## src/rtl/gpio_pkg.sv

```systemverilog
package gpio_pkg;

    localparam int PORT_W = 8;
    localparam int ADDR_W = 4;
    localparam int SYNC_STAGES = 2;

    typedef enum logic [ADDR_W-1:0] {
        REG_IN  = 4'd0,
        REG_OUT = 4'd1,
        REG_DIR = 4'd2,
        REG_REN = 4'd3,
        REG_FSA = 4'd4,
        REG_FSB = 4'd5,
        REG_IEN = 4'd6,
        REG_IES = 4'd7,
        REG_IFG = 4'd8
    } reg_addr_e;

    typedef enum logic [1:0] {
        FN_GPIO = 2'b00,
        FN_ALT1 = 2'b01,
        FN_ALT2 = 2'b10,
        FN_ALT3 = 2'b11
    } pin_fn_e;

    function automatic logic pick_fn(input pin_fn_e fn, input logic gp,
                                     input logic a1, input logic a2, input logic a3);
        case (fn)
            FN_ALT1: return a1;
            FN_ALT2: return a2;
            FN_ALT3: return a3;
            default: return gp;
        endcase
    endfunction

endpackage

```

## src/rtl/gpio_sync.sv

```systemverilog
module gpio_sync #(
    parameter int W      = gpio_pkg::PORT_W,
    parameter int STAGES = gpio_pkg::SYNC_STAGES
) (
    input  logic         clk,
    input  logic         rst,
    input  logic [W-1:0] d,
    output logic [W-1:0] q
);
    logic [W-1:0] stage_q [STAGES];

    always_ff @(posedge clk) begin
        if (rst) begin
            for (int s = 0; s < STAGES; s++) stage_q[s] <= '0;
        end else begin
            stage_q[0] <= d;
            for (int s = 1; s < STAGES; s++) stage_q[s] <= stage_q[s-1];
        end
    end

    assign q = stage_q[STAGES-1];
endmodule

```

## src/rtl/gpio_regs.sv

```systemverilog
module gpio_regs
    import gpio_pkg::*;
#(
    parameter int W       = PORT_W,
    parameter bit HAS_IRQ = 1'b1
) (
    input  logic              clk,
    input  logic              rst,
    input  logic              bus_wr,
    input  logic [ADDR_W-1:0] bus_addr,
    input  logic [W-1:0]      bus_wdata,
    output logic [W-1:0]      bus_rdata,
    input  logic [W-1:0]      pin_sync,
    input  logic [W-1:0]      ifg_q,
    output logic [W-1:0]      out_q,
    output logic [W-1:0]      dir_q,
    output logic [W-1:0]      ren_q,
    output logic [W-1:0]      fsa_q,
    output logic [W-1:0]      fsb_q,
    output logic [W-1:0]      ien_q,
    output logic [W-1:0]      ies_q,
    output logic              ifg_wr
);
    localparam logic [W-1:0] IRQ_MASK = {W{HAS_IRQ}};

    reg_addr_e addr;
    assign addr   = reg_addr_e'(bus_addr);
    assign ifg_wr = bus_wr && (addr == REG_IFG);

    always_ff @(posedge clk) begin
        if (rst) begin
            out_q <= '0;
            dir_q <= '0;
            ren_q <= '0;
            fsa_q <= '0;
            fsb_q <= '0;
            ien_q <= '0;
            ies_q <= '0;
        end else if (bus_wr) begin
            case (addr)
                REG_OUT: out_q <= bus_wdata;
                REG_DIR: dir_q <= bus_wdata;
                REG_REN: ren_q <= bus_wdata;
                REG_FSA: fsa_q <= bus_wdata;
                REG_FSB: fsb_q <= bus_wdata;
                REG_IEN: ien_q <= bus_wdata & IRQ_MASK;
                REG_IES: ies_q <= bus_wdata & IRQ_MASK;
                default: ;
            endcase
        end
    end

    always_comb begin
        case (addr)
            REG_IN:  bus_rdata = pin_sync;
            REG_OUT: bus_rdata = out_q;
            REG_DIR: bus_rdata = dir_q;
            REG_REN: bus_rdata = ren_q;
            REG_FSA: bus_rdata = fsa_q;
            REG_FSB: bus_rdata = fsb_q;
            REG_IEN: bus_rdata = ien_q;
            REG_IES: bus_rdata = ies_q;
            REG_IFG: bus_rdata = ifg_q;
            default: bus_rdata = '0;
        endcase
    end
endmodule

```

## src/rtl/gpio_outmux.sv

```systemverilog
module gpio_outmux
    import gpio_pkg::*;
#(
    parameter int W = PORT_W
) (
    input  logic [W-1:0] out_q,
    input  logic [W-1:0] dir_q,
    input  logic [W-1:0] ren_q,
    input  logic [W-1:0] fsa_q,
    input  logic [W-1:0] fsb_q,
    input  logic [W-1:0] alt1,
    input  logic [W-1:0] alt2,
    input  logic [W-1:0] alt3,
    output logic [W-1:0] pin_oe,
    output logic [W-1:0] pin_out,
    output logic [W-1:0] pull_en,
    output logic [W-1:0] pull_up
);
    for (genvar i = 0; i < W; i++) begin : g_pin
        pin_fn_e fn_sel;
        assign fn_sel     = pin_fn_e'({fsb_q[i], fsa_q[i]});
        assign pin_oe[i]  = dir_q[i];
        assign pin_out[i] = pick_fn(fn_sel, out_q[i], alt1[i], alt2[i], alt3[i]);
        assign pull_en[i] = ren_q[i] & ~dir_q[i];
        assign pull_up[i] = pull_en[i] & out_q[i];
    end
endmodule

```

## src/rtl/gpio_edge_irq.sv

```systemverilog
module gpio_edge_irq #(
    parameter int W       = gpio_pkg::PORT_W,
    parameter bit HAS_IRQ = 1'b1
) (
    input  logic         clk,
    input  logic         rst,
    input  logic [W-1:0] pin_sync,
    input  logic [W-1:0] ien_q,
    input  logic [W-1:0] ies_q,
    input  logic         ifg_wr,
    input  logic [W-1:0] wdata,
    output logic [W-1:0] ifg_q,
    output logic         irq
);
    if (HAS_IRQ) begin : g_irq
        logic [W-1:0] prev_q;
        logic [W-1:0] rise;
        logic [W-1:0] fall;
        logic [W-1:0] hit;
        logic [W-1:0] flag_q;

        assign rise = pin_sync & ~prev_q;
        assign fall = ~pin_sync & prev_q;
        assign hit  = (ies_q & fall) | (~ies_q & rise);

        always_ff @(posedge clk) begin
            if (rst) begin
                prev_q <= '0;
                flag_q <= '0;
            end else begin
                prev_q <= pin_sync;
                flag_q <= (ifg_wr ? wdata : flag_q) | hit;
            end
        end

        assign ifg_q = flag_q;
        assign irq   = |(flag_q & ien_q);
    end else begin : g_noirq
        assign ifg_q = '0;
        assign irq   = 1'b0;
    end
endmodule

```

## src/rtl/gpio_edge_port.sv

```systemverilog
module gpio_edge_port
    import gpio_pkg::*;
#(
    parameter int W       = PORT_W,
    parameter bit HAS_IRQ = 1'b1
) (
    input  logic              clk,
    input  logic              rst,
    input  logic              bus_wr,
    input  logic [ADDR_W-1:0] bus_addr,
    input  logic [W-1:0]      bus_wdata,
    output logic [W-1:0]      bus_rdata,
    input  logic [W-1:0]      pad_in,
    input  logic [W-1:0]      alt1_out,
    input  logic [W-1:0]      alt2_out,
    input  logic [W-1:0]      alt3_out,
    output logic [W-1:0]      mod_in,
    output logic [W-1:0]      pin_oe,
    output logic [W-1:0]      pin_out,
    output logic [W-1:0]      pull_en,
    output logic [W-1:0]      pull_up,
    output logic              irq
);
    logic [W-1:0] pin_sync;
    logic [W-1:0] out_q, dir_q, ren_q, fsa_q, fsb_q, ien_q, ies_q, ifg_q;
    logic         ifg_wr;

    gpio_sync #(.W(W), .STAGES(SYNC_STAGES)) u_sync (
        .clk(clk), .rst(rst), .d(pad_in), .q(pin_sync)
    );

    gpio_regs #(.W(W), .HAS_IRQ(HAS_IRQ)) u_regs (
        .clk(clk), .rst(rst), .bus_wr(bus_wr), .bus_addr(bus_addr),
        .bus_wdata(bus_wdata), .bus_rdata(bus_rdata), .pin_sync(pin_sync),
        .ifg_q(ifg_q), .out_q(out_q), .dir_q(dir_q), .ren_q(ren_q),
        .fsa_q(fsa_q), .fsb_q(fsb_q), .ien_q(ien_q), .ies_q(ies_q),
        .ifg_wr(ifg_wr)
    );

    gpio_outmux #(.W(W)) u_mux (
        .out_q(out_q), .dir_q(dir_q), .ren_q(ren_q), .fsa_q(fsa_q),
        .fsb_q(fsb_q), .alt1(alt1_out), .alt2(alt2_out), .alt3(alt3_out),
        .pin_oe(pin_oe), .pin_out(pin_out), .pull_en(pull_en), .pull_up(pull_up)
    );

    gpio_edge_irq #(.W(W), .HAS_IRQ(HAS_IRQ)) u_irq (
        .clk(clk), .rst(rst), .pin_sync(pin_sync), .ien_q(ien_q),
        .ies_q(ies_q), .ifg_wr(ifg_wr), .wdata(bus_wdata),
        .ifg_q(ifg_q), .irq(irq)
    );

    assign mod_in = pin_sync;
endmodule

```

## config.mk

```make
export PLATFORM = sky130hd
export DESIGN_NAME = gpio_edge_port
export DESIGN_NICKNAME = d
export VERILOG_FILES = /design/src/rtl/gpio_pkg.sv /design/src/rtl/gpio_sync.sv /design/src/rtl/gpio_regs.sv /design/src/rtl/gpio_outmux.sv /design/src/rtl/gpio_edge_irq.sv /design/src/rtl/gpio_edge_port.sv
export SDC_FILE = /design/constraint.sdc
export NUM_CORES = 1
export LEC_CHECK = 0
export BUFFER_PORTS_ARGS = -buffer_cell sky130_fd_sc_hd__buf_2
export CORE_AREA = 3 3 105 107
export CTS_BUF_LIST = sky130_fd_sc_hd__clkbuf_4
export CTS_CLUSTER_SIZE = 24
export DETAILED_ROUTE_END_ITERATION = 8
export DIE_AREA = 0 0 108 110
export GPL_TIMING_DRIVEN = 0
export PLACE_DENSITY = 0.63
export SYNTH_ARGS = -nofsm -noshare
export SYNTH_HDL_FRONTEND = slang
export SYNTH_SLANG_ARGS = --single-unit
```

## constraint.sdc

```tcl
create_clock -name clk -period 2.52 [get_ports clk]
set_clock_uncertainty 0.15 [all_clocks]
set_input_delay 0.126 -clock clk [delete_from_list [all_inputs] [get_ports clk]]
set_output_delay 0.126 -clock clk [all_outputs]
set_load 0.05 [all_outputs]
```

# Yosys cells after proc, flatten, opt, wreduce, memory -nomap -nowiden
# Memory sizes are Yosys's and may differ from the RTL's.
# Index checks and enable logic that the tools add are counted.
# word_totals
regBits	72
ram_bits	16
out_inout_bits	49
word_cells	103
memories	1
# mem_list
memory	words	width	read_ports	rd_clocked_by_memory_dff	write_ports	line_no	source
u_sync.stage_q	2	8	2	0	2	gpio_sync.sv:10	logic [W-1:0] stage_q [STAGES];
# classes
n_eq_ne	32
n_mux	15
n_bitwise	36
reduce_logical	10
# ops
cell	count
one-hot mux 8 bit (9 select lines)	1
bitwise AND 8 bit	5
equality test 2 bit (second input constant)	16
2-to-1 mux 8 bit	3
NOT 8 bit	3
one-hot mux 1 bit (3 select lines)	8
bitwise AND 1 bit	16
equality test 2 x 1 -> 1 bit (second input constant)	8
equality test 4 x 3 -> 1 bit (second input constant)	4
bitwise OR 8 bit	2
AND reduction 2 bit	7
equality test 4 x 2 -> 1 bit (second input constant)	2
NOT 1 bit	8
OR reduction 8 bit	1
equality test 4 x 1 -> 1 bit (second input constant)	1
equality test 4 bit (second input constant)	1
logical NOT 4 bit	1
2-to-1 mux 1 bit	3
bitwise OR 1 bit	2
logical AND 1 bit	1

# Depth between registers and ports, before layout
# Gate-level depths: netlist of run 1.
# logic_depth
word_depth	5
mapped_depth	7
depth_no_buf	3

# Hierarchy
# From an unflattened synthesis of run 1, not the netlist that was laid out.
# hier_totals
hier_cells	511
area_unflattened_um2	4550.6
# modules_own_cells
module	n_inst	cells_per_inst	area_each_um2	seq_area_each_um2
gpio_regs	1	375	2989.1	1121.1
gpio_edge_irq	1	63	676.9	320.3
gpio_sync	1	41	524.3	320.3
gpio_outmux	1	32	360.3	0.0

# Least setup slack after synthesis of run 1
# No wires, ideal clock.
# synth_timing
path_kind	register to output
startpoint	register u_regs.dir_q[0]
endpoint	output port pull_up[0]
arrival_time_ns	1.812
t_required_ns	2.244
slack_ns	0.432
path_stages_with_launch	3
path_cell_list	dfxtp_1 > nor2b_1 > and2_1
# synth_via
elab_chain_len	3
# synth_lines
item	line_no	source
start, declared	gpio_regs.sv:16	output logic [W-1:0] dir_q,
start signal, assigned	gpio_regs.sv:42	REG_DIR: dir_q <= bus_wdata;
NOT 1 bit	gpio_outmux.sv:24	assign pull_en[i] = ren_q[i] & ~dir_q[i];
bitwise AND 1 bit	gpio_outmux.sv:24	
named net pull_en[0]	gpio_edge_port.sv:20	output logic [W-1:0] pull_en,
bitwise AND 1 bit	gpio_outmux.sv:25	assign pull_up[i] = pull_en[i] & out_q[i];
end, declared	gpio_edge_port.sv:21	output logic [W-1:0] pull_up,
# The timed path passes the listed nets, and every way through them passes these cells.

# Final worst setup path of run 1
# layout_timing
startpoint	input port bus_addr[2]
endpoint	output port bus_rdata[1]
# layout_via
elab_chain_len	2
# layout_lines
item	line_no	source
start, declared	gpio_edge_port.sv:10	input logic [ADDR_W-1:0] bus_addr,
equality test 4 bit (tied with other cells)	gpio_regs.sv:54	case (addr)
one-hot mux 8 bit (9 select lines) (*)	gpio_regs.sv:54	
end, declared	gpio_edge_port.sv:12	output logic [W-1:0] bus_rdata,
# Mark *: on every way between the ends. The rest lies on a longest branch, timed or not.

==> results of run 1 <==
[registers in the layout (all words and copies together), names as in the netlist]
register,flops
u_irq.g_irq.prev_q,8
u_irq.ifg_q,8
u_regs.dir_q,8
u_regs.fsa_q,8
u_regs.fsb_q,8
u_regs.ien_q,8
u_regs.ies_q,8
u_regs.out_q,8
u_regs.ren_q,8
u_sync.stage_q,16
[cell usage after synthesis (5+ instances only)]
cell type	instances	share of area [%]
sky130_fd_sc_hd__and3b_1	11	2.2
sky130_fd_sc_hd__buf_4	12	2.0
sky130_fd_sc_hd__mux2_2	13	3.3
sky130_fd_sc_hd__nor3b_1	9	1.5
sky130_fd_sc_hd__dfxtp_1	88	40
sky130_fd_sc_hd__buf_2	13	1.5
sky130_fd_sc_hd__a31oi_1	8	1.1
sky130_fd_sc_hd__o21ai_0	63	7.1
sky130_fd_sc_hd__clkbuf_1	31	2.6
sky130_fd_sc_hd__mux4_2	12	6.1
sky130_fd_sc_hd__nor2_1	9	0.77
sky130_fd_sc_hd__and3_1	8	1.1
sky130_fd_sc_hd__o21ai_1	8	0.91
sky130_fd_sc_hd__nand3_1	66	7.5
sky130_fd_sc_hd__a21oi_1	64	7.3
sky130_fd_sc_hd__and2_1	8	1.1
sky130_fd_sc_hd__nand4_1	5	0.71
sky130_fd_sc_hd__nand2_1	5	0.43
sky130_fd_sc_hd__nor2b_1	35	5.0
[cell type report]
cell class                 count  area, µm²  share of cell area, %
timing repair buffer         102        601                   11.2
inverter                       1       3.75                 0.0703
clock inverter                 6       82.6                   1.55
clock buffer                  10       75.1                   1.41
multi-input combinational    355       2340                   43.8
sequential                    88       1760                   33.0
buffer                        61        308                   5.77
tap                          136        170                   3.19
[per-layer routing]
layer	vias up	GRT usage, %	wire length [µm]
met4	0	10.7	424
met5	-	0	0
met2	258	41.4	7170
li1	2063	-	-
met3	28	3.15	1310
met1	2172	35.1	6370
[how the worst min path moves through the flow]
stage	from	endpoint	slack [ps]	cells after the start
final	bus_addr[2]	u_regs.ren_q[7]	80	4
after CTS	bus_addr[2]	u_regs.ren_q[7]	50	4
after global placement	pad_in[4]	u_sync.stage_q[0][4]	180	2
after detailed placement	pad_in[2]	u_sync.stage_q[0][2]	190	2
after global routing	bus_addr[3]	u_regs.ies_q[7]	100	5
after floorplan	pad_in[0]	u_sync.stage_q[0][0]	100	1
[power by group]
group	internal, mW	leakage (nW)	switching [mW]	total [mW]
Clock	0.411	0.0882	0.503	0.914
Sequential	1.43	0.715	0.0314	1.46
Combinational	0.134	1.33	0.252	0.386
[through the flow]
stage	utilization, %	std cells
CTS	52.2	759
global placement	48.9	725
detailed placement	48.9	725
finish	52.2	759
global route	52.2	759
floorplan	-	505
[timing repair]
item,in CTS,in global routing
hold buffers,18,0
setup buffers,0,0
endpoints found under the hold margin,72,0
[cell families (layout without fill, tap and decap cells)]
| logic type | Yosys count | after routing |
|---|---|---|
| DFF | 88 | 88 |
| and+or+nand+nor | 168 | 168 |
| AOI/OAI and AO/OA | 159 | 159 |
| buffers and inverters | 62 | 180 |
| muxes | 28 | 28 |
[worst register-to-register path: stages (launching register included)]
cell	delay, ps
sky130_fd_sc_hd__dfxtp_1	460
sky130_fd_sc_hd__and3b_1	200
sky130_fd_sc_hd__a21oi_1	130
sky130_fd_sc_hd__a31oi_1	100
==> results by group, run 1 <==
Yosys
  • Post-synthesis area per instance: 8.73 µm²
  • Sequential area share after synthesis: 39.9%
  • Portion of netlist area occupied by mux cells: 10.5%
  • Syn nets: 552
  • Post-synthesis instance total: 505
  • Xor and xnor area share after synthesis: 0%
  • FF+latch count, synth: 88
  • Share of synthesized flip-flops with an asynchronous set or reset: 0%
  • Yosys Warn Count: 0
  • Number of synthesized flops with an enable pin: 0
  • Ys flop type: sky130_fd_sc_hd__dfxtp_1
  • Largest family of logic cells by synthesized area: simple AND/OR/NAND/NOR gates
  • Library cells used by synthesis: 39
  • Netlist area before placement: 0.00441 mm²
  • Compound-gate portion of the synthesized area: 19.6%
  • Adder and majority gate portion of the synthesized area: 0%
  • Synthesized-area fraction occupied by and/or/nand/nor cells: 22.9%

Setup path
  • Critical Path Fanout Max: 10
  • Cell count along the critical path: 7
  • Critical path buffers and inverters: 4
  • Top delay family on crit path: buffers and inverters
  • Worst reg2reg startpoint: u_sync.stage_q[0][12]
  • Crit path launch type: primary input
  • Timing endpoint of the critical path: bus_rdata[1]
  • Category of the critical setup timing path: in2out
  • Worst endpoint required time: 2240 ps
  • Setup slack of the worst register-to-register path: 1370 ps
  • R2r worst-path depth: 3
  • Crit path arrival time: 2150 ps
  • Critical-path cell list: buf_6 > dlygate4sd3_1 > nor4b_4 > buf_4 > nand2_1 > nand4_1 > buf_2
  • Worst Setup End Kind: primary output
  • Delay of the slowest critical-path stage: 590 ps
  • Reg2reg end: u_irq.ifg_q[4]
  • CP Launch Point: bus_addr[2]
  • Crit-path slowest cell: sky130_fd_sc_hd__dlygate4sd3_1

Min path
  • Class of the worst hold path: in2reg

STA
  • Fin crit period: 2420 ps
  • Worst Max-Slew Pin Slew: 696 ps
  • RSZ-0062 raised after global routing: false
  • Worst max-slew margin expressed relative to the limit: 53.4%
  • Total Negative Setup Slacks: 0 ps
  • Setup WS post-layout: 96.2 ps
  • Final Max Tran Viols: 0
  • Final Hold Fails: 0
  • Final setup viols: 0
  • Worst slack on hold paths: 75.1 ps
  • Final cycle utilization of the critical path: 96.2%
  • Maximum frequency from static timing analysis: 413 MHz

Placed design
  • Setup slack after placement: 485 ps
  • Routability congestion estimate: 0.903
  • Number of port buffers: 84
  • Half-perimeter wire length of the detailed placement result: 11000 µm
  • Total cell area at the placement stage: 0.00500 mm²

Global route
  • GRT Residual Overflow: 0
  • Via count of the first global-routing pass: 4142
  • Wire length of the first global-routing pass: 23100 µm
  • Maximum number of pins on one net before global-route repair: 15
  • Global-route total usage across every layer: 25.7%
  • Initial antenna violation count: 0

Pwr
  • Total power draw: 2.76 mW
  • Largest voltage drop on the vdd net: 0.212 mV
  • Power density over cell area: 516 mW/mm²
  • Leakage: 2.14 nW

Floorplanning
  • Number of placement rows: 37
  • CORE AREA: 0.0102 mm²
  • Width of the die: 108 µm
  • Number of ports placed on the die boundary: 96
  • Die Area: 0.0119 mm²
  • Initial core utilization: 43.1%
  • Chip height: 110 µm

Detailed routing
  • Number of DRC markers after the initial detailed-route iteration: 418
  • DR vias/cell: 5.96
  • Post-DR wirelength/cell: 20.1 µm
  • Total Routed Length: 15300 µm
  • Number of antenna-violating nets in the routed design: 0
  • DR pass1 iterations: 5
  • DRC violation count after routing: 0
  • Via total after detailed routing: 4521

Run status
  • Outcome: completed

Cells and area
  • Final cell area excluding filler cells: 0.00534 mm²
  • # fillers: 989
  • Most common library cell in the layout ignoring fill and taps: sky130_fd_sc_hd__buf_2
  • Most frequent cells in the layout: 97 x sky130_fd_sc_hd__buf_2, 88 x sky130_fd_sc_hd__dfxtp_1, 66 x sky130_fd_sc_hd__nand3_1
  • Number of nets in the layout: 665
  • Ant. Diodes: 0
  • Signed area change from the synthesized netlist to the final layout: 21.0%
  • Fraction of final layout cells sized beyond drive strength 1: 25.8%

Clock network
  • Clk pin slew, worst setup/hold paths: 140 ps
  • Clock latency at the later pin of the worst-skew pair: 450 ps
  • Number of sinks on the clock net: 88
  • Number of gates given a new drive strength after cts: 0
  • CTS max path bufs: 2
  • Number of clock buffers inserted by TritonCTS: 9
  • CTS tree: done
  • Root Buffer: sky130_fd_sc_hd__clkbuf_4
  • Number of H-tree branching levels: 3

Flow run
  • MaxCap Viol Count: 0
Power figures use the tool's default switching activity.
==> run 2, diff against run 1 <==
--- a/config.mk
+++ b/config.mk
@@ -13,6 +13,7 @@
 export DIE_AREA = 0 0 108 110
 export GPL_TIMING_DRIVEN = 0
 export PLACE_DENSITY = 0.63
+export RECOVER_POWER = 25
 export SYNTH_ARGS = -nofsm -noshare
 export SYNTH_HDL_FRONTEND = slang
 export SYNTH_SLANG_ARGS = --single-unit
==> run 2 against run 1 <==
  * Clock power down 0.5%
  * Sequential share of layout area about the same
  * Fmax down 0.25%
  * Final cell count unchanged
  * Wire length down 0.31%
  * Die area unchanged
  * Sequential cell count unchanged
  * Largest cell class unchanged
  * Critical endpoint unchanged
==> results by group, run 2 (synthesis gave the netlist of run 1 again) <==
Run status
  • Outcome: completed

Cells and area
  • Most common library cell in the layout ignoring fill and taps: sky130_fd_sc_hd__buf_2
  • Signed area change from the synthesized netlist to the final layout: 21.0% (about the same)
  • Number of nets in the layout: 665 (unchanged)
  • Largest register FFs: 16 (unchanged)
  • Largest Register: u_sync.stage_q
  • Final core utilization: 52.2% (about the same)
  • Ant. Diodes: 0 (unchanged)
  • Most frequent cells in the layout: 96 x sky130_fd_sc_hd__buf_2, 88 x sky130_fd_sc_hd__dfxtp_1, 66 x sky130_fd_sc_hd__nand3_1
  • Final standard cell count with taps included and fillers excluded: 759 (unchanged)
  • Fraction of final layout cells sized beyond drive strength 1: 25.7% (-0.16 points)
  • Final cell area excluding filler cells: 0.00534 mm² (about the same)

Clock network
  • Number of sinks on the clock net: 88 (unchanged)
  • Root Buffer: sky130_fd_sc_hd__clkbuf_4
  • Number of H-tree branching levels: 3 (unchanged)
  • Number of gates given a new drive strength after cts: 0 (unchanged)
  • CTS max path bufs: 2 (unchanged)
  • Clock latency at the later pin of the worst-skew pair: 450 ps (about the same)
  • Number of clock buffers inserted by TritonCTS: 9 (unchanged)
  • CTS tree: done
  • Clk pin slew, worst setup/hold paths: 140 ps (about the same)

Detailed routing
  • DR pass1 iterations: 5 (unchanged)
  • DR vias/cell: 5.97 (+0.27%)
  • Total Routed Length: 15200 µm (-0.31%)
  • DRC violation count after routing: 0 (unchanged)
  • Number of DRC markers after the initial detailed-route iteration: 420 (+0.48%)
  • Via total after detailed routing: 4533 (+0.27%)
  • Number of antenna-violating nets in the routed design: 0 (unchanged)
  • Post-DR wirelength/cell: 20.1 µm (-0.31%)

Setup path
  • Worst endpoint required time: 2240 ps (about the same)
  • Critical Path Fanout Max: 10 (unchanged)
  • Worst Setup End Kind: primary output
  • Crit path launch type: primary input
  • Crit path arrival time: 2150 ps (about the same)
  • Category of the critical setup timing path: in2out

Floorplanning
  • Width of the die: 108 µm (unchanged)
  • CORE AREA: 0.0102 mm² (unchanged)
  • Number of placement rows: 37 (unchanged)
  • Chip height: 110 µm (unchanged)
  • Number of ports placed on the die boundary: 96 (unchanged)
  • Initial core utilization: 43.1% (unchanged)
  • Die Area: 0.0119 mm² (unchanged)

Global route
  • Global-route total usage across every layer: 25.7% (unchanged)
  • Wire length of the first global-routing pass: 23100 µm (unchanged)
  • GRT Residual Overflow: 0 (unchanged)
  • Maximum number of pins on one net before global-route repair: 15 (unchanged)
  • Via count of the first global-routing pass: 4142 (unchanged)
  • Initial antenna violation count: 0 (unchanged)

Placed design
  • Placed cell count: 725 (unchanged)
  • Routability congestion estimate: 0.903 (unchanged)
  • Total cell area at the placement stage: 0.00500 mm² (unchanged)
  • Number of port buffers: 84 (unchanged)
  • Half-perimeter wire length of the detailed placement result: 11000 µm (unchanged)
  • Setup slack after placement: 485 ps (unchanged)

STA
  • Fin crit period: 2430 ps (+5.96 ps)
  • Worst slack on hold paths: 76.3 ps (+1.24 ps)
  • Maximum frequency from static timing analysis: 412 MHz (-0.25%)
  • Final cycle utilization of the critical path: 96.4% (+0.24 points)
  • Final Max Tran Viols: 0 (unchanged)
  • Final Hold Fails: 0 (unchanged)
  • RSZ-0062 raised after global routing: false
  • Final setup viols: 0 (unchanged)
  • Worst Max-Slew Pin Slew: 706 ps (+9.91 ps)
  • Setup WS post-layout: 90.2 ps (-5.96 ps)
  • Worst max-slew margin expressed relative to the limit: 52.8% (-0.66 points)
  • Total Negative Setup Slacks: 0 ps (unchanged)

Flow run
  • MaxCap Viol Count: 0 (unchanged)

Pwr
  • Largest voltage drop on the vdd net: 0.212 mV (about the same)
  • Power density over cell area: 516 mW/mm² (-0.17%)
  • Total power draw: 2.75 mW (-0.19%)
  • Leakage: 2.13 nW (-0.13%)

Min path
  • Class of the worst hold path: in2reg
## run 2: changes by cell type in the layout (fill, tap and decap cells not counted)
cell,before,now
sky130_fd_sc_hd__clkbuf_1,31,32
sky130_fd_sc_hd__buf_2,97,96
## run 2: routing by layer
metal / track usage [%] / vias up / wire (µm)
met5: 0 / - / 0
met4: 10.7 / 0 / 401
met3: 3.15 / 28 / 1350
met2: 41.4 / 266 / 7160
met1: 35.1 / 2177 / 6320
li1: - / 2062 / -
## run 2: area by class of cell
type / instances / area (µm²)
inverter: 1 / 3.75
fill: 990 / 4890
tap: 136 / 170
buffer: 61 / 308
multi-input combinational: 355 / 2340
timing repair buffer: 102 / 599
clock inverter: 6 / 82.6
clock buffer: 10 / 75.1
sequential: 88 / 1760
## run 2: where the power goes
group / internal, mW / total [mW] / switching, mW
clock: 0.411 / 0.909 / 0.498
combinational: 0.134 / 0.386 / 0.252
sequential: 1.43 / 1.46 / 0.0314
total: 1.97 / 2.75 / 0.781
## run 2: what timing repair did
item	CTS	global route
hold endpoints to repair	72	0
setup buffers	0	0
endpoints found under the setup margin	0	0
hold buffers	18	0
## run 2: final timing paths
check | startpoint | end | slack, ps | cells after the start
max | bus_addr[2] | bus_rdata[1] | 90 | 7
min | bus_addr[2] | u_regs.ren_q[7] | 80 | 4
max reg2reg | u_sync.stage_q[0][12] | u_irq.ifg_q[4] | 1360 | 3
min reg2reg | u_sync.stage_q[0][5] | u_sync.stage_q[0][13] | 300 | 1
## run 2: critical path: stages
cell and delay [ps]:
sky130_fd_sc_hd__buf_6 110, sky130_fd_sc_hd__dlygate4sd3_1 590, sky130_fd_sc_hd__nor4b_4 520, sky130_fd_sc_hd__buf_4 280, sky130_fd_sc_hd__nand2_1 80, sky130_fd_sc_hd__nand4_1 150, sky130_fd_sc_hd__buf_2 290
==> run 3, diff against run 2 <==
--- a/config.mk
+++ b/config.mk
@@ -13,7 +13,7 @@
 export DIE_AREA = 0 0 108 110
 export GPL_TIMING_DRIVEN = 0
 export PLACE_DENSITY = 0.63
-export RECOVER_POWER = 25
+export RECOVER_POWER = 100
 export SYNTH_ARGS = -nofsm -noshare
 export SYNTH_HDL_FRONTEND = slang
 export SYNTH_SLANG_ARGS = --single-unit
==> run 3 against run 2 <==
  * Fmax rose by 0.73%
  * Largest power group unchanged
  * Clock power barely moved
  * Core utilization fell by 0.59 points
  * Register-to-register slack barely moved
  * First-iteration DRC count fell by 6.9%
  * Cell area fell by 1.1%
  * Sequential share of layout area rose by 0.38 points
  * Wire length rose by 0.20%
==> results by group, run 3 (synthesis gave the netlist of run 1 again) <==
Run status
  • Outcome: completed

Floorplanning
  • Initial core utilization: 43.1% (unchanged)
  • Number of placement rows: 37 (unchanged)
  • CORE AREA: 0.0102 mm² (unchanged)
  • Chip height: 110 µm (unchanged)
  • Number of ports placed on the die boundary: 96 (unchanged)
  • Width of the die: 108 µm (unchanged)
  • Die Area: 0.0119 mm² (unchanged)

Global route
  • Via count of the first global-routing pass: 4142 (unchanged)
  • Wire length of the first global-routing pass: 23100 µm (unchanged)
  • Global-route total usage across every layer: 25.7% (unchanged)
  • GRT Residual Overflow: 0 (unchanged)
  • Maximum number of pins on one net before global-route repair: 15 (unchanged)
  • Initial antenna violation count: 0 (unchanged)

Placed design
  • Placed cell count: 725 (unchanged)
  • Half-perimeter wire length of the detailed placement result: 11000 µm (unchanged)
  • Number of port buffers: 84 (unchanged)
  • Total cell area at the placement stage: 0.00500 mm² (unchanged)
  • Routability congestion estimate: 0.903 (unchanged)

Setup path
  • Worst endpoint required time: 2240 ps (about the same)
  • CP Launch Point: bus_addr[2]
  • Critical Path Fanout Max: 10 (unchanged)
  • Reg2reg end: u_irq.ifg_q[2]
  • Crit-path slowest cell: sky130_fd_sc_hd__dlygate4sd3_1
  • Crit path launch type: primary input
  • Setup slack of the worst register-to-register path: 1370 ps (about the same)
  • Category of the critical setup timing path: in2out
  • Timing endpoint of the critical path: bus_rdata[1]
  • Critical-path cell list: buf_6 > dlygate4sd3_1 > nor4b_4 > buf_4 > nand2_1 > nand4_1 > clkbuf_2
  • Delay of the slowest critical-path stage: 590 ps (about the same)
  • Worst reg2reg startpoint: u_sync.stage_q[0][10]
  • Crit path arrival time: 2140 ps (about the same)
  • Worst Setup End Kind: primary output
  • R2r worst-path depth: 3 (unchanged)

Cells and area
  • Ant. Diodes: 0 (unchanged)
  • # fillers: 1006 (+1.6%)
  • Most common library cell in the layout ignoring fill and taps: sky130_fd_sc_hd__dfxtp_1
  • Final standard cell count with taps included and fillers excluded: 759 (unchanged)
  • Signed area change from the synthesized netlist to the final layout: 19.7%
  • Fraction of final layout cells sized beyond drive strength 1: 18.0% (-7.7 points)
  • Final cell area excluding filler cells: 0.00528 mm² (-1.1%)
  • Most frequent cells in the layout: 88 x sky130_fd_sc_hd__dfxtp_1, 80 x sky130_fd_sc_hd__clkbuf_1, 66 x sky130_fd_sc_hd__nand3_1, 66 x sky130_fd_sc_hd__o21ai_0, 64 x sky130_fd_sc_hd__a21oi_1
  • Area occupied by multi-input gates: 0.00234 mm² (unchanged)
  • Largest Register: u_sync.stage_q
  • Largest register FFs: 16 (unchanged)
  • Number of nets in the layout: 665 (unchanged)
  • Seq. cell area: 0.00176 mm² (unchanged)

STA
  • Total Negative Setup Slacks: 0 ps (unchanged)
  • Worst max-slew margin expressed relative to the limit: 53.5% (+0.78 points)
  • Maximum frequency from static timing analysis: 415 MHz (+0.73%)
  • Worst Max-Slew Pin Slew: 694 ps (-11.7 ps)
  • Final setup viols: 0 (unchanged)
  • RSZ-0062 raised after global routing: false
  • Final Max Tran Viols: 0 (unchanged)
  • Fin crit period: 2410 ps (-17.7 ps)
  • Final Hold Fails: 0 (unchanged)
  • Worst slack on hold paths: 79.5 ps (+3.22 ps)
  • Final cycle utilization of the critical path: 95.7% (-0.70 points)

Detailed routing
  • DR vias/cell: 5.95 (-0.44%)
  • Number of antenna-violating nets in the routed design: 0 (unchanged)
  • Post-DR wirelength/cell: 20.1 µm (+0.20%)
  • Total Routed Length: 15300 µm (+0.20%)
  • DR pass1 iterations: 7 (+2)
  • Via total after detailed routing: 4513 (-0.44%)
  • Number of DRC markers after the initial detailed-route iteration: 391 (-6.9%)
  • DRC violation count after routing: 0 (unchanged)

Clock network
  • Number of clock buffers inserted by TritonCTS: 9 (unchanged)
  • Number of gates given a new drive strength after cts: 0 (unchanged)
  • Number of sinks on the clock net: 88 (unchanged)
  • Root Buffer: sky130_fd_sc_hd__clkbuf_4
  • Number of H-tree branching levels: 3 (unchanged)
  • CTS max path bufs: 2 (unchanged)
  • Post-CTS Hold Buffers: 18 (unchanged)
  • Count of buffers added by post-CTS timing repair for setup: 0 (unchanged)
  • Clock latency at the later pin of the worst-skew pair: 450 ps (about the same)
  • Clk pin slew, worst setup/hold paths: 140 ps (about the same)
  • CTS tree: done

Pwr
  • Largest voltage drop on the vdd net: 0.212 mV (about the same)
  • Power density over cell area: 521 mW/mm² (+1.0%)
  • Leakage: 1.93 nW (-9.6%)
  • Total power draw: 2.75 mW (-0.14%)

Flow run
  • MaxCap Viol Count: 0 (unchanged)

Min path
  • Class of the worst hold path: in2reg
run 3: cell types whose count changed in the layout (fill, tap and decap cells not counted), sizes merged:
cell | before | now
buf | 111 | 57
clkbuf | 44 | 98
run 3: metrics by stage:
stage	util, %	setup WS [ps]
after floorplan	-	432
after global placement	48.9	510
after detailed placement	48.9	485
after CTS	52.2	167
after global routing	51.6	54.1
final	51.6	108
run 3: area by class of cell:
class                   instances  area share, %
multi-input cells             355           44.3
flip-flops and latches         88           33.4
repair buffers                102           10.3
plain buffers                  61           5.74
well taps                     136           3.22
clock inverters                 6           1.56
clock buffers                  10           1.42
inverters                       1         0.0711
run 3: metal layers:
layer / part of all wire (%) / track usage, %
met5: 0 / 0
met4: 2.4 / 10.7
met3: 8.0 / 3.15
met2: 48 / 41.4
met1: 42 / 35.1
run 3: worst max-delay path, delay by kind of cell:
family | cells | cell delay (ps)
buffers and inverters | 4 | 1270
and+or+nand+nor | 3 | 730
run 3: worst min-delay path by stage:
stage | startpoint | cells past startpoint | endpoint | slack [ps]
3_5_place_dp | pad_in[2] | 2 | u_sync.stage_q[0][2] | 190
2_1_floorplan | pad_in[0] | 1 | u_sync.stage_q[0][0] | 100
3_3_place_gp | pad_in[4] | 2 | u_sync.stage_q[0][4] | 180
6_report | bus_addr[2] | 4 | u_regs.ren_q[7] | 80
4_1_cts | bus_addr[2] | 4 | u_regs.ren_q[7] | 50
5_1_grt | bus_addr[2] | 4 | u_regs.ies_q[7] | 110
run 3: where the power goes:
group,internal [mW],leakage [nW],switching (mW)
Combinational,0.129,1.12,0.251
Sequential,1.43,0.715,0.0317
Clock,0.411,0.0882,0.499
